**src/rtl/afm_pkg.sv**
```systemverilog
package afm_pkg;
  typedef enum logic [2:0] {
    S_IDLE, S_CHK, S_LOW, S_SAMP, S_GAP, S_ABT, S_PKE
  } afm_state_e;

  localparam logic [1:0] SEL_WR = 2'b10;
  localparam logic [1:0] SEL_RD = 2'b00;
endpackage

```
**src/rtl/afm_sync.sv**
```systemverilog
module afm_sync #(
  parameter int W      = 2,
  parameter int STAGES = 2
) (
  input  logic         clk,
  input  logic         rst,
  input  logic [W-1:0] d,
  output logic [W-1:0] q
);
  logic [W-1:0] chain [STAGES];

  for (genvar i = 0; i < STAGES; i++) begin : g_stage
    if (i == 0) begin : g_first
      always_ff @(posedge clk) begin
        if (rst) chain[0] <= '0;
        else     chain[0] <= d;
      end
    end else begin : g_next
      always_ff @(posedge clk) begin
        if (rst) chain[i] <= '0;
        else     chain[i] <= chain[i-1];
      end
    end
  end

  assign q = chain[STAGES-1];
endmodule

```
**src/rtl/afm_down_cnt.sv**
```systemverilog
module afm_down_cnt #(
  parameter int W = 4
) (
  input  logic         clk,
  input  logic         rst,
  input  logic         load,
  input  logic         dec,
  input  logic [W-1:0] load_val,
  output logic [W-1:0] val
);
  always_ff @(posedge clk) begin
    if (rst)       val <= '0;
    else if (load) val <= load_val;
    else if (dec)  val <= val - 1'b1;
  end

  AST_NO_UNDERFLOW: assert property (@(posedge clk) disable iff (rst)
    (dec && !load) |-> (val != '0));
endmodule

```
**src/rtl/afm_seq_top.sv**
```systemverilog
module afm_seq_top #(
  parameter int DATA_W      = 8,
  parameter int CNT_W       = 10,
  parameter int MAX_PKT     = 512,
  parameter int RD_COUNT    = 512,
  parameter int STROBE_CYC  = 3,
  parameter int GAP_CYC     = 1,
  parameter int SYNC_STAGES = 2
) (
  input  logic              clk,
  input  logic              rst,
  input  logic              start_i,
  input  logic              dir_i,
  input  logic [CNT_W-1:0]  count_i,
  output logic              done_o,
  output logic              irq_o,
  input  logic              rdy_nempty_i,
  input  logic              rdy_nfull_i,
  output logic              rd_n_o,
  output logic              wr_n_o,
  output logic              pktend_n_o,
  output logic [1:0]        fsel_o,
  output logic [DATA_W-1:0] bus_out_o,
  output logic              bus_oe_o,
  input  logic [DATA_W-1:0] bus_in_i,
  input  logic [DATA_W-1:0] src_data_i,
  output logic              src_adv_o,
  output logic [DATA_W-1:0] sink_data_o,
  output logic              sink_valid_o,
  output logic              rd_commit_o,
  output logic [CNT_W-1:0]  rd_len_o
);
  import afm_pkg::*;

  localparam int TMR_MAX = (STROBE_CYC > GAP_CYC) ? STROBE_CYC : GAP_CYC;
  localparam int TMR_W   = $clog2(TMR_MAX + 1);
  localparam logic [CNT_W-1:0] RD_LEN = CNT_W'(RD_COUNT);

  afm_state_e       st, nst;
  logic             dir_q, short_q, dir_d, accept;
  logic             ne_s, nf_s, flag_ok;
  logic             rem_ld, rem_dec, tmr_ld, tmr_dec;
  logic [CNT_W-1:0] rem, ld_val;
  logic [TMR_W-1:0] tmr, tmr_val;
  logic             start_short;

  afm_sync #(.W(2), .STAGES(SYNC_STAGES)) u_sync (
    .clk(clk), .rst(rst),
    .d({rdy_nempty_i, rdy_nfull_i}),
    .q({ne_s, nf_s})
  );

  afm_down_cnt #(.W(CNT_W)) u_rem (
    .clk(clk), .rst(rst), .load(rem_ld), .dec(rem_dec),
    .load_val(ld_val), .val(rem)
  );

  afm_down_cnt #(.W(TMR_W)) u_tmr (
    .clk(clk), .rst(rst), .load(tmr_ld), .dec(tmr_dec),
    .load_val(tmr_val), .val(tmr)
  );

  assign ld_val      = dir_i ? RD_LEN : count_i;
  assign start_short = !dir_i && (int'(count_i) < MAX_PKT);
  assign flag_ok     = dir_q ? ne_s : nf_s;
  assign dir_d       = accept ? dir_i : dir_q;

  always_comb begin
    nst     = st;
    accept  = 1'b0;
    rem_ld  = 1'b0;
    rem_dec = 1'b0;
    tmr_ld  = 1'b0;
    tmr_dec = 1'b0;
    tmr_val = '0;
    unique case (st)
      S_IDLE, S_PKE: begin
        nst = S_IDLE;
        if (start_i) begin
          accept = 1'b1;
          rem_ld = 1'b1;
          if (ld_val == '0) nst = start_short ? S_PKE : S_IDLE;
          else              nst = S_CHK;
        end
      end
      S_CHK: begin
        if (flag_ok) begin
          nst     = S_LOW;
          tmr_ld  = 1'b1;
          tmr_val = TMR_W'(STROBE_CYC - 1);
        end else begin
          nst = S_ABT;
        end
      end
      S_LOW: begin
        if (tmr == '0) nst = S_SAMP;
        else           tmr_dec = 1'b1;
      end
      S_SAMP: begin
        rem_dec = 1'b1;
        if (rem == CNT_W'(1)) begin
          nst = short_q ? S_PKE : S_IDLE;
        end else begin
          nst     = S_GAP;
          tmr_ld  = 1'b1;
          tmr_val = TMR_W'(GAP_CYC - 1);
        end
      end
      S_GAP: begin
        if (tmr == '0) nst = S_CHK;
        else           tmr_dec = 1'b1;
      end
      S_ABT:   nst = S_IDLE;
      default: nst = S_IDLE;
    endcase
  end

  always_ff @(posedge clk) begin
    if (rst) begin
      st           <= S_IDLE;
      dir_q        <= 1'b0;
      short_q      <= 1'b0;
      done_o       <= 1'b1;
      irq_o        <= 1'b0;
      rd_n_o       <= 1'b1;
      wr_n_o       <= 1'b1;
      pktend_n_o   <= 1'b1;
      fsel_o       <= SEL_RD;
      bus_out_o    <= '0;
      bus_oe_o     <= 1'b0;
      src_adv_o    <= 1'b0;
      sink_data_o  <= '0;
      sink_valid_o <= 1'b0;
      rd_commit_o  <= 1'b0;
      rd_len_o     <= '0;
    end else begin
      st <= nst;
      if (accept) begin
        dir_q   <= dir_i;
        short_q <= start_short;
        fsel_o  <= dir_i ? SEL_RD : SEL_WR;
      end
      done_o       <= (nst == S_IDLE) || (nst == S_PKE);
      irq_o        <= (nst == S_ABT);
      rd_n_o       <= !((nst == S_LOW) && dir_d);
      wr_n_o       <= !((nst == S_LOW) && !dir_d);
      pktend_n_o   <= !(nst == S_PKE);
      bus_oe_o     <= ((nst == S_LOW) || (nst == S_SAMP)) && !dir_d;
      src_adv_o    <= (nst == S_SAMP) && !dir_d;
      sink_valid_o <= (nst == S_SAMP) && dir_d;
      rd_commit_o  <= (nst == S_ABT) && dir_q && (rem != RD_LEN);
      if (nst == S_ABT) rd_len_o <= RD_LEN - rem;
      if ((st == S_CHK) && (nst == S_LOW) && !dir_q) bus_out_o <= src_data_i;
      if ((st == S_LOW) && (nst == S_SAMP) && dir_q) sink_data_o <= bus_in_i;
    end
  end

  AST_STROBE_EXCL: assert property (@(posedge clk) disable iff (rst)
    !(!rd_n_o && !wr_n_o));
  AST_RD_AFTER_FLAG: assert property (@(posedge clk) disable iff (rst)
    $fell(rd_n_o) |-> $past(ne_s));
  AST_WR_AFTER_FLAG: assert property (@(posedge clk) disable iff (rst)
    $fell(wr_n_o) |-> $past(nf_s));
  AST_ABORT_FROM_CHECK: assert property (@(posedge clk) disable iff (rst)
    $rose(irq_o) |-> $past(st == S_CHK));
  AST_PKTEND_IDLE: assert property (@(posedge clk) disable iff (rst)
    !pktend_n_o |-> done_o);
  AST_BUSY_AFTER_START: assert property (@(posedge clk) disable iff (rst)
    (done_o && start_i && (dir_i || count_i != '0)) |=> !done_o);
  AST_OE_WRITE_SEL: assert property (@(posedge clk) disable iff (rst)
    bus_oe_o |-> (fsel_o == SEL_WR));
endmodule

```
**config.mk**
```make
export PLATFORM = sky130hd
export DESIGN_NAME = afm_seq_top
export DESIGN_NICKNAME = d
export VERILOG_FILES = /design/src/rtl/afm_pkg.sv /design/src/rtl/afm_sync.sv /design/src/rtl/afm_down_cnt.sv /design/src/rtl/afm_seq_top.sv
export SDC_FILE = /design/constraint.sdc
export NUM_CORES = 1
export LEC_CHECK = 0
export ABC_CLOCK_PERIOD_IN_PS = 3400
export CELL_PAD_IN_SITES_DETAIL_PLACEMENT = 0
export CELL_PAD_IN_SITES_GLOBAL_PLACEMENT = 1
export CORE_ASPECT_RATIO = 0.5
export CORE_UTILIZATION = 40
export DETAILED_ROUTE_END_ITERATION = 10
export DONT_BUFFER_PORTS = 1
export PLACE_DENSITY = 0.73
export SYNTH_ARGS = -nofsm -noshare
export SYNTH_HDL_FRONTEND = slang
export SYNTH_HIERARCHICAL = 1
export SYNTH_SLANG_ARGS = --single-unit
```
**constraint.sdc**
```tcl
create_clock -name clk -period 3.4 [get_ports clk]
set_input_delay 0.68 -clock clk [delete_from_list [all_inputs] [get_ports clk]]
set_output_delay 0.68 -clock clk [all_outputs]
set_load 0.02 [all_outputs]
```
==> flow_summary.toml, run 1 <==
[setup_path]
crit_fanout = 30
crit_path_top_delay_cell = "and3b_1"
reg2reg_depth = 4
worstPathArrival_ns = 2.69
r2r-end = "wr_n_o$_SDFF_PP1_"
cp-start-kind = "flop"
required_ns = 3.61
critPathLaunch = "st[2]$_SDFF_PP0_"
worstPathCellList = "xnor2_1 -> and3b_1 -> mux2_4 -> or4_4"
rr_startpoint = "st[2]$_SDFF_PP0_"
worstSetupPathType = "reg -> reg"
critPathCaptureType = "flop"
r2r_setup_slack_ns = 0.92
cpPeakStageDelay_ns = 0.89

[global_routing]
grtUsageMet3 = 0.0782
grt_pass1_wl_mm = 9.34
globalRoute.busiestLayer = "met2"
grt_max_degree = 58
track_usage = 0.177
use_met1 = 0.207
antenna_found_initial = 0
use_met2 = 0.296
gr-total-overflow = 0
grt_pass1_vias = 1953

[sta]
fin_crit_sh = 0.730
hold_viol_final = 0
setup_viol = 0
period_needed_ns = 2.48
finalClockSkew_ns = 0.00682
setup_ws_ns = 0.917
slew_viol_final = 0
max_slew_margin = 0.306
tightest_slew_ns = 1.04
timing.fmax_ghz = 0.403
setup_total_negative_slack_ns = 0
grt_setup_unrepaired = "false"

[clock_network]
ctsHoldBuffers = 0
cts_sinks = 57
post_cts_buffers = 0
cts_buffer_depth = 2
path_clk_slew_ns = 0.05
numCtsBuffers = 9
cts_resized = 0
insertion_delay_ns = 0.33
htreeDepth = 3
cts_tree = "yes"
cts_root_buf = "clkbuf_16"

[final_layout]
fill_cells = 596
multi_input_area_um2 = 1390
utilization = 0.481
syn_to_final_growth_pct = 12.6
regArea_um2 = 1140
nets = 328
n_antenna_cell = 0
layout-drive-gt1-share = 0.107

[yosys]
yosys.area.top_type = "dfxtp_1"
yosysMostFrequentCell = "dfxtp_1"
synth.distinct_cells = 54
postSynthAreaPerCell_um2 = 8.90
synthFlopType = "dfxtp_1"
synth.top_cell.area_share = 0.429
seq_area_frac_synth = 0.429
syn-cell-area_um2 = 2660
synth_warnings = 6
synth_edf_count = 0
ys_ff_latch = 57
synthTopCellsByCount = "dfxtp_1 (57), nor2_1 (35), a21oi_1 (19), mux2i_1 (19), nand2_1 (19)"
syn_inst = 299
async_reset_ff_frac = 0
synth_top_cells_by_area = "dfxtp_1 (43%), mux2i_1 (7.1%), nor2_1 (4.9%)"

[placed_design]
place.gp.congestion = 0.761
port_buffers = 0
dp_hpwl_mm = 3.90
pre_cts_ws_ns = 0.925

[floorplan]
initial_core_util = 0.427
ios = 69
die_y_um = 59.7
die-area_um2 = 7000
die-width_um = 117
core_area_um2 = 6230
num_rows = 20

[drt]
finalWirelength_mm = 5.63
postRouteAntennaNets = 0
drc = 0
firstDrtPassIters = 4
vias = 2028
avgRoutedWirePerCell_um = 14.6
vias_per_cell = 5.25
drt_iter0_drc = 61

[min_path]
min_from = "rst"
holdPathEnd = "sink_data_o[4]$_SDFFE_PP0P_"
hold_depth = 1
holdCritPathClass = "in -> reg"

[pwr]
leakage_nw = 1.21
ir_worst_vdd_mv = 0.295
power.density_nw_per_um2 = 650

[status]
outcome = "complete, no violations"

[run]
cap_violations = 0
-- layout by cell type, fill, tap and decap left out, types with 3 or more instances in the layout --
cell type and count:
nor4_1 5, a31oi_1 4, or3_1 3, o31ai_1 3, nand3_1 5, inv_1 12
nor2b_1 15, xnor2_1 8, or2_2 3, dfxtp_1 57, a21oi_1 19, nor2_1 35
o22ai_1 3, o21a_1 4, nor3_1 12, nand2b_1 3, mux2i_1 19, ha_1 3
or4_1 4, nor3b_1 5, clkbuf_16 9, nand3b_1 3, a211oi_1 3, nand2_1 19
xor2_1 3
-- stage by stage --
| stage | area, um2 | std cells | power (W) | hold slack [ns] |
|---|---|---|---|---|
| final | 3000 | 386 | 0.00195 | 0.420 |
| after global routing | 3000 | 386 | 0.00204 | 0.402 |
| after CTS | 3000 | 386 | 0.00197 | 0.405 |
| after detailed placement | 2690 | 370 | 0.00106 | 0.420 |
| after global placement | 2690 | 370 | 0.00105 | 0.423 |
| after floorplan | 2660 | 300 | 0.00103 | 0.414 |
-- area by class of cell --
| cell class | count | share of cell area |
|---|---|---|
| Clock buffer | 10 | 0.0798 |
| Clock inverter | 6 | 0.0226 |
| Inverter | 12 | 0.0150 |
| Multi-Input combinational cell | 213 | 0.465 |
| Sequential cell | 57 | 0.381 |
| Tap cell | 88 | 0.0368 |
-- metal layers --
metal	wire, um	up-vias
li1	-	1023
met1	2680	939
met2	2550	58
met3	340	8
met4	69	0
met5	0	-
-- worst max path at each step --
stage / slack [ns] / to / cells past startpoint
floorplan: 1.40 / u_tmr/val[1]$_SDFFE_PP0P_ / 5
global placement: 0.94 / wr_n_o$_SDFF_PP1_ / 3
detailed placement: 0.93 / wr_n_o$_SDFF_PP1_ / 3
CTS: 0.93 / wr_n_o$_SDFF_PP1_ / 4
global route: 0.73 / wr_n_o$_SDFF_PP1_ / 4
finish: 0.92 / wr_n_o$_SDFF_PP1_ / 4
-- flip-flops by register name, indices dropped and copies added (netlist names) --
signal and flops:
bus_oe_o 1, bus_out_o 8, dir_q 1, done_o 1
fsel_o 1, irq_o 1, pktend_n_o 1, rd_commit_o 1
rd_len_o 10, rd_n_o 1, short_q 1, sink_data_o 8
sink_valid_o 1, src_adv_o 1, st 3, u_rem/val 10
u_sync/chain 4, u_tmr/val 2, wr_n_o 1
-- critical path, delay by kind of cell, from the launching register on --
| family | cells | cell delay [ns] |
|---|---|---|
| and+or+nand+nor | 2 | 1.35 |
| DFF | 1 | 0.45 |
| muxes | 1 | 0.37 |
| xor gates and xnor gates | 1 | 0.19 |
-- kinds of logic (layout without fill, tap and decap cells) --
family                     count (synthesis)  in the layout  synth area share
AOI/OAI and AO/OA                         47             47             0.116
xor gates and xnor gates                  11             11            0.0362
adders and majority gates                  3              3            0.0141
buffers and inverters                     30             28            0.0489
DFF                                       57             57             0.429
muxes                                     21             21            0.0814
other                                      1              2           0.00141
and+or+nand+nor                          129            129             0.273
-- report_power, final --
group / internal, W / switching (W)
combinational: 0.000121 / 0.000137
clock: 0.000587 / 0.000316
sequential: 0.000713 / 0.0000751
(Power assumes the default switching activity.)
==> run 2, diff against run 1 <==
Settings changed: ABC_CLOCK_PERIOD_IN_PS 3400 to 2100, PLACE_DENSITY 0.73 to 0.76.
Clock period 3.4 ns to 2.1 ns, I/O delays scaled along.
==> run 2 against run 1 <==
Against the previous run:
- via count is 4.8% higher
- non-clock buffer count up 17
- design area is 4.4% higher
- sequential share of layout area fell by 1.6 points
- combinational power up 110%
- sequential cell count stayed put
- global-route usage increased by 0.79 points
- fmax increased by 26%
- worst setup slack worse by 0.79 ns
- highest routed layer unchanged
- critical endpoint is now u_tmr/val[1]$_SDFFE_PP0P_
==> flow_summary.toml, run 2 (same netlist as run 1, synthesis figures left out) <==
[sta]
tightest_slew_ns = 0.540
finalClockSkew_ns = 0.00370
max_slew_margin = 0.639
setup_total_negative_slack_ns = 0
fin_crit_sh = 0.937
setup_ws_ns = 0.132
period_needed_ns = 1.97
slew_viol_final = 0
setup_viol = 0
timing.fmax_ghz = 0.508
grt_setup_unrepaired = "false"
holdWs_ns = 0.161
hold_viol_final = 0

[floorplan]
die-area_um2 = 7000
core_area_um2 = 6230
die_y_um = 59.7
ios = 69
die-width_um = 117
initial_core_util = 0.427
num_rows = 20

[setup_path]
crit_path_top_delay_cell = "or4_1"
critPathCaptureType = "flop"
worstPathCellList = "or4_1 -> o31ai_4 -> o21ai_1 -> nor2b_2 -> a2111oi_2"
cp-start-kind = "flop"
crit_fanout = 5
worstPathArrival_ns = 2.18
worstSetupPathType = "reg -> reg"
required_ns = 2.31
cpPeakStageDelay_ns = 0.60

[clock_network]
ctsHoldBuffers = 0
htreeDepth = 3
path_clk_slew_ns = 0.05
insertion_delay_ns = 0.32
cts_sinks = 57
cts_buffer_depth = 2
cts_root_buf = "clkbuf_16"
cts_tree = "yes"
numCtsBuffers = 9
post_cts_buffers = 0

[pwr]
ir_worst_vdd_mv = 0.548
leakage_nw = 1.30
power.density_nw_per_um2 = 1020
power_w = 0.00320

[global_routing]
grt_pass1_vias = 2088
track_usage = 0.185
gr-total-overflow = 0
grt_pass1_wl_mm = 9.87
antenna_found_initial = 0
grt_max_degree = 58

[placed_design]
port_buffers = 0
pre_cts_ws_ns = -0.0834
dp_hpwl_mm = 4.26
place.gp.congestion = 0.801

[drt]
finalWirelength_mm = 5.89
drt_iter0_drc = 143
firstDrtPassIters = 5
avgRoutedWirePerCell_um = 14.6
vias_per_cell = 5.28
vias = 2126
postRouteAntennaNets = 0
drc = 0

[final_layout]
reg_top3 = "rd_len_o (10), u_rem/val (10)"
syn_to_final_growth_pct = 17.6
n_antenna_cell = 0
final_common_cell = "dfxtp_1"
utilization = 0.502
final_cell_mix = "dfxtp_1 (57), nor2_1 (35), mux2i_1 (19), nand2_1 (19), a21oi_1 (19)"
nets = 345
layout-drive-gt1-share = 0.156

[min_path]
holdCritPathClass = "in -> reg"

[status]
outcome = "complete, no violations"

[run]
cap_violations = 0
run 2: timing repair:
| action | 4_1_cts | 5_1_grt |
|---|---|---|
| endpoints found under the hold margin | 0 | 0 |
| setup endpoints to repair | 2 | 2 |
| gates resized for setup | 1 | 2 |
run 2: final timing paths:
check | end | cells past startpoint | from | slack [ns]
setup / recovery | u_tmr/val[1]$_SDFFE_PP0P_ | 5 | u_rem/val[5]$_SDFFE_PP0P_ | 0.13
hold / removal | rd_len_o[7]$_SDFFE_PP0N_ | 1 | rst | 0.16
setup reg to reg | u_tmr/val[1]$_SDFFE_PP0P_ | 5 | u_rem/val[5]$_SDFFE_PP0P_ | 0.13
hold reg to reg | u_sync/chain[1][1]$_SDFF_PP0_ | 1 | u_sync/chain[0][1]$_SDFF_PP0_ | 0.44
run 2: routing by layer:
layer	vias up	track usage	share of wire
li1	1069	-	-
met1	989	0.215	0.44
met2	62	0.329	0.49
met3	6	0.0639	0.062
met4	0	0.0594	0.0097
met5	-	0	0
run 2: report_power, final:
group          switching (W)  leakage, nW  internal (W)
Clock               0.000482        0.142      0.000944
Combinational       0.000281        0.692      0.000250
Sequential         0.0000896        0.464       0.00115
Total               0.000853         1.30       0.00235
run 2: critical path, delay by kind of cell (launching register included):
family          cells  cell delay [ns]
simple gates        2             0.79
flops               1             0.31
compound gates      3             0.77
run 2: stage by stage:
step / cell area (um2) / instances
3_3_place_gp: 2820 / 387
6_report: 3130 / 403
5_1_grt: 3130 / 403
3_5_place_dp: 2820 / 387
2_1_floorplan: 2660 / 300
4_1_cts: 3120 / 403
run 2: cell type report:
class                   count  area [um2]
repair buffers             17         128
flip-flops and latches     57        1140
inverters                  12        45.0
well taps                  88         110
clock buffers              11         243
clock inverters             5        55.1
fillers                   585        3100
multi-input cells         213        1410
==> run 3, diff against run 2 <==
Settings changed: SYNTH_HIERARCHICAL 1 to unset.
==> run 3 against run 2 <==
Against the previous run:
- largest power group is now registers
- first-iteration DRC count shrank 11%
- area after synthesis is 4.4% lower
- worst setup slack worse by 0.0054 ns
- non-clock buffer count decreased by 8
- sequential share of layout area increased by 3.1 points
- clock skew increased by 0.00096 ns
- synthesized cell count fell by 6.4%
- register-to-register slack barely moved
- critical path depth up 1
- largest cell class unchanged
- routed wire length fell by 2.2%
- fmax down 0.27%
==> flow_summary.toml, run 3 <==
[run]
cap_violations = 0

[yosys]
synth_xor_area_frac = 0.0384
seq_area_frac_synth = 0.449
synth_top_family_by_area = "simple AND/OR/NAND/NOR gates"
synthTopCellsByCount = "dfxtp_1 (57), nor2_1 (31), nand2_1 (22), a21oi_1 (20), mux2i_1 (16)"
synth_fp_nets = 315
synthFlopType = "dfxtp_1"
syn_inst = 280
synth_edf_count = 0
yosysMostFrequentCell = "dfxtp_1"
synth_warnings = 0
syn-cell-area_um2 = 2540
synthSimpleGateAreaFrac = 0.223
synth-compound-area-share = 0.146
postSynthAreaPerCell_um2 = 9.08
yosys.area.top_type = "dfxtp_1"
yosys-mux-area-fraction = 0.0728
synth.top_cell.area_share = 0.449
ys_ff_latch = 57
synthAdderAreaFrac = 0.0148
synth.distinct_cells = 54
async_reset_ff_frac = 0
synth_top_cells_by_area = "dfxtp_1 (45%), mux2i_1 (6.3%), nor2_1 (4.6%)"

[clock_network]
insertion_delay_ns = 0.32
cts_root_buf = "clkbuf_16"
cts_sinks = 57
cts_tree = "yes"
path_clk_slew_ns = 0.05
ctsHoldBuffers = 0
numCtsBuffers = 9
cts_buffer_depth = 2
htreeDepth = 3

[sta]
grt_setup_unrepaired = "false"
max_slew_margin = 0.630
fin_crit_sh = 0.940
timing.fmax_ghz = 0.507
setup_ws_ns = 0.126
setup_viol = 0
finalClockSkew_ns = 0.00465
slew_viol_final = 0
hold_viol_final = 0
period_needed_ns = 1.97
holdWs_ns = 0.163
setup_total_negative_slack_ns = 0
tightest_slew_ns = 0.553

[min_path]
min_from = "rst"
hold_depth = 1
holdCritPathClass = "in -> reg"

[final_layout]
reg_top3 = "rd_len_o (10), u_rem.val (10)"
layout-drive-gt1-share = 0.126
n_antenna_cell = 0
nets = 316
final_cell_mix = "dfxtp_1 (57), nor2_1 (31), nand2_1 (22)"
final_common_cell = "dfxtp_1"
syn_to_final_growth_pct = 13.4

[global_routing]
antenna_found_initial = 0
grt_pass1_vias = 1928
gr-total-overflow = 0
track_usage = 0.191
grt_max_degree = 52
grt_pass1_wl_mm = 9.38

[drt]
postRouteAntennaNets = 0
avgRoutedWirePerCell_um = 15.4
firstDrtPassIters = 4
finalWirelength_mm = 5.76
vias_per_cell = 5.25
drc = 0
drt_iter0_drc = 127
vias = 1964

[setup_path]
worstPathCellList = "inv_1 -> ha_1 -> or4b_1 -> nor3_1 -> xnor2_1 -> a211oi_1"
rr_startpoint = "u_rem.val[0]$_SDFFE_PP0P_"
critPathCaptureType = "flop"
cp-start-kind = "flop"
crit_fanout = 6
critPathLaunch = "u_rem.val[0]$_SDFFE_PP0P_"
path_buf_inv = 1
cpPeakStageDelay_ns = 0.61
required_ns = 2.33
crit_cells = 6
crit_path_top_delay_cell = "or4b_1"
worstSetupPathType = "reg -> reg"
worstPathArrival_ns = 2.21
cpLargestDelayFamily = "simple AND/OR/NAND/NOR gates"
reg2reg_depth = 6

[floorplan]
initial_core_util = 0.416
ios = 69
core_area_um2 = 6110
num_rows = 20
die-width_um = 115
die_y_um = 58.4
die-area_um2 = 6700

[placed_design]
port_buffers = 0
place.gp.congestion = 0.842
dp_hpwl_mm = 4.14
pre_cts_ws_ns = 0.161

[status]
outcome = "complete, no violations"

[pwr]
ir_worst_vdd_mv = 0.531
power.density_nw_per_um2 = 1030
leakage_nw = 1.06
run 3: timing repair:
item,in CTS,in global routing
endpoints found under the setup margin,0,2
endpoints found under the hold margin,0,0
setup buffers,0,0
gates resized for setup,0,1
run 3: metrics by stage:
step	power (W)	cells	area, um2	util
2_1_floorplan	0.00162	280	2540	-
3_3_place_gp	0.00171	358	2610	0.427
3_5_place_dp	0.00172	358	2610	0.427
4_1_cts	0.00301	374	2880	0.471
5_1_grt	0.00314	374	2880	0.472
6_report	0.00298	374	2880	0.472
run 3: worst register-to-register path, delay by kind of cell, from the launching register on:
kind                     cells  cell delay [ns]
buffers and inverters        1             0.12
XOR/XNOR                     1             0.09
AO/OA/AOI/OAI                1             0.23
AND/OR/NAND/NOR              2             0.84
flip-flops                   1             0.35
adder cells (fa/ha/maj)      1             0.24
run 3: kinds of logic after synthesis:
logic type | Yosys count
adders and majority gates | 3
xor gates and xnor gates | 9
buffers and inverters | 27
AOI/OAI and AO/OA | 54
DFF | 57
and+or+nand+nor | 111
muxes | 18
other | 1
run 3: layer usage:
| layer | vias to the layer above | global-route usage | routed length, um |
|---|---|---|---|
| met3 | 8 | 0.0834 | 366 |
| met2 | 61 | 0.310 | 2650 |
| li1 | 989 | - | - |
| met4 | 0 | 0.0724 | 81 |
| met5 | - | 0 | 0 |
| met1 | 906 | 0.227 | 2660 |
run 3: path summary, 6_finish.rpt:
check | to | slack [ns]
max | u_rem.val[6]$_SDFFE_PP0P_ | 0.13
min | rd_len_o[7]$_SDFFE_PP0N_ | 0.16
min reg2reg | u_sync.chain[1][0]$_SDFF_PP0_ | 0.44
max reg2reg | u_rem.val[6]$_SDFFE_PP0P_ | 0.13
run 3: cell type report:
cell class / instances / area (um2)
Clock inverter: 5 / 32.5
Inverter: 8 / 30.0
Sequential cell: 57 / 1140
Fill cell: 610 / 3220
Tap cell: 88 / 110
Clock buffer: 11 / 233
Multi-Input combinational cell: 196 / 1270
Timing Repair Buffer: 9 / 67.6
run 3: power by group:
| group | internal (W) | switching [W] | leakage, nW | total (W) |
|---|---|---|---|---|
| clock | 0.000791 | 0.000479 | 0.122 | 0.00127 |
| sequential | 0.00116 | 0.000121 | 0.464 | 0.00128 |
| combinational | 0.000185 | 0.000251 | 0.473 | 0.000436 |
| total | 0.00213 | 0.000851 | 1.06 | 0.00298 |
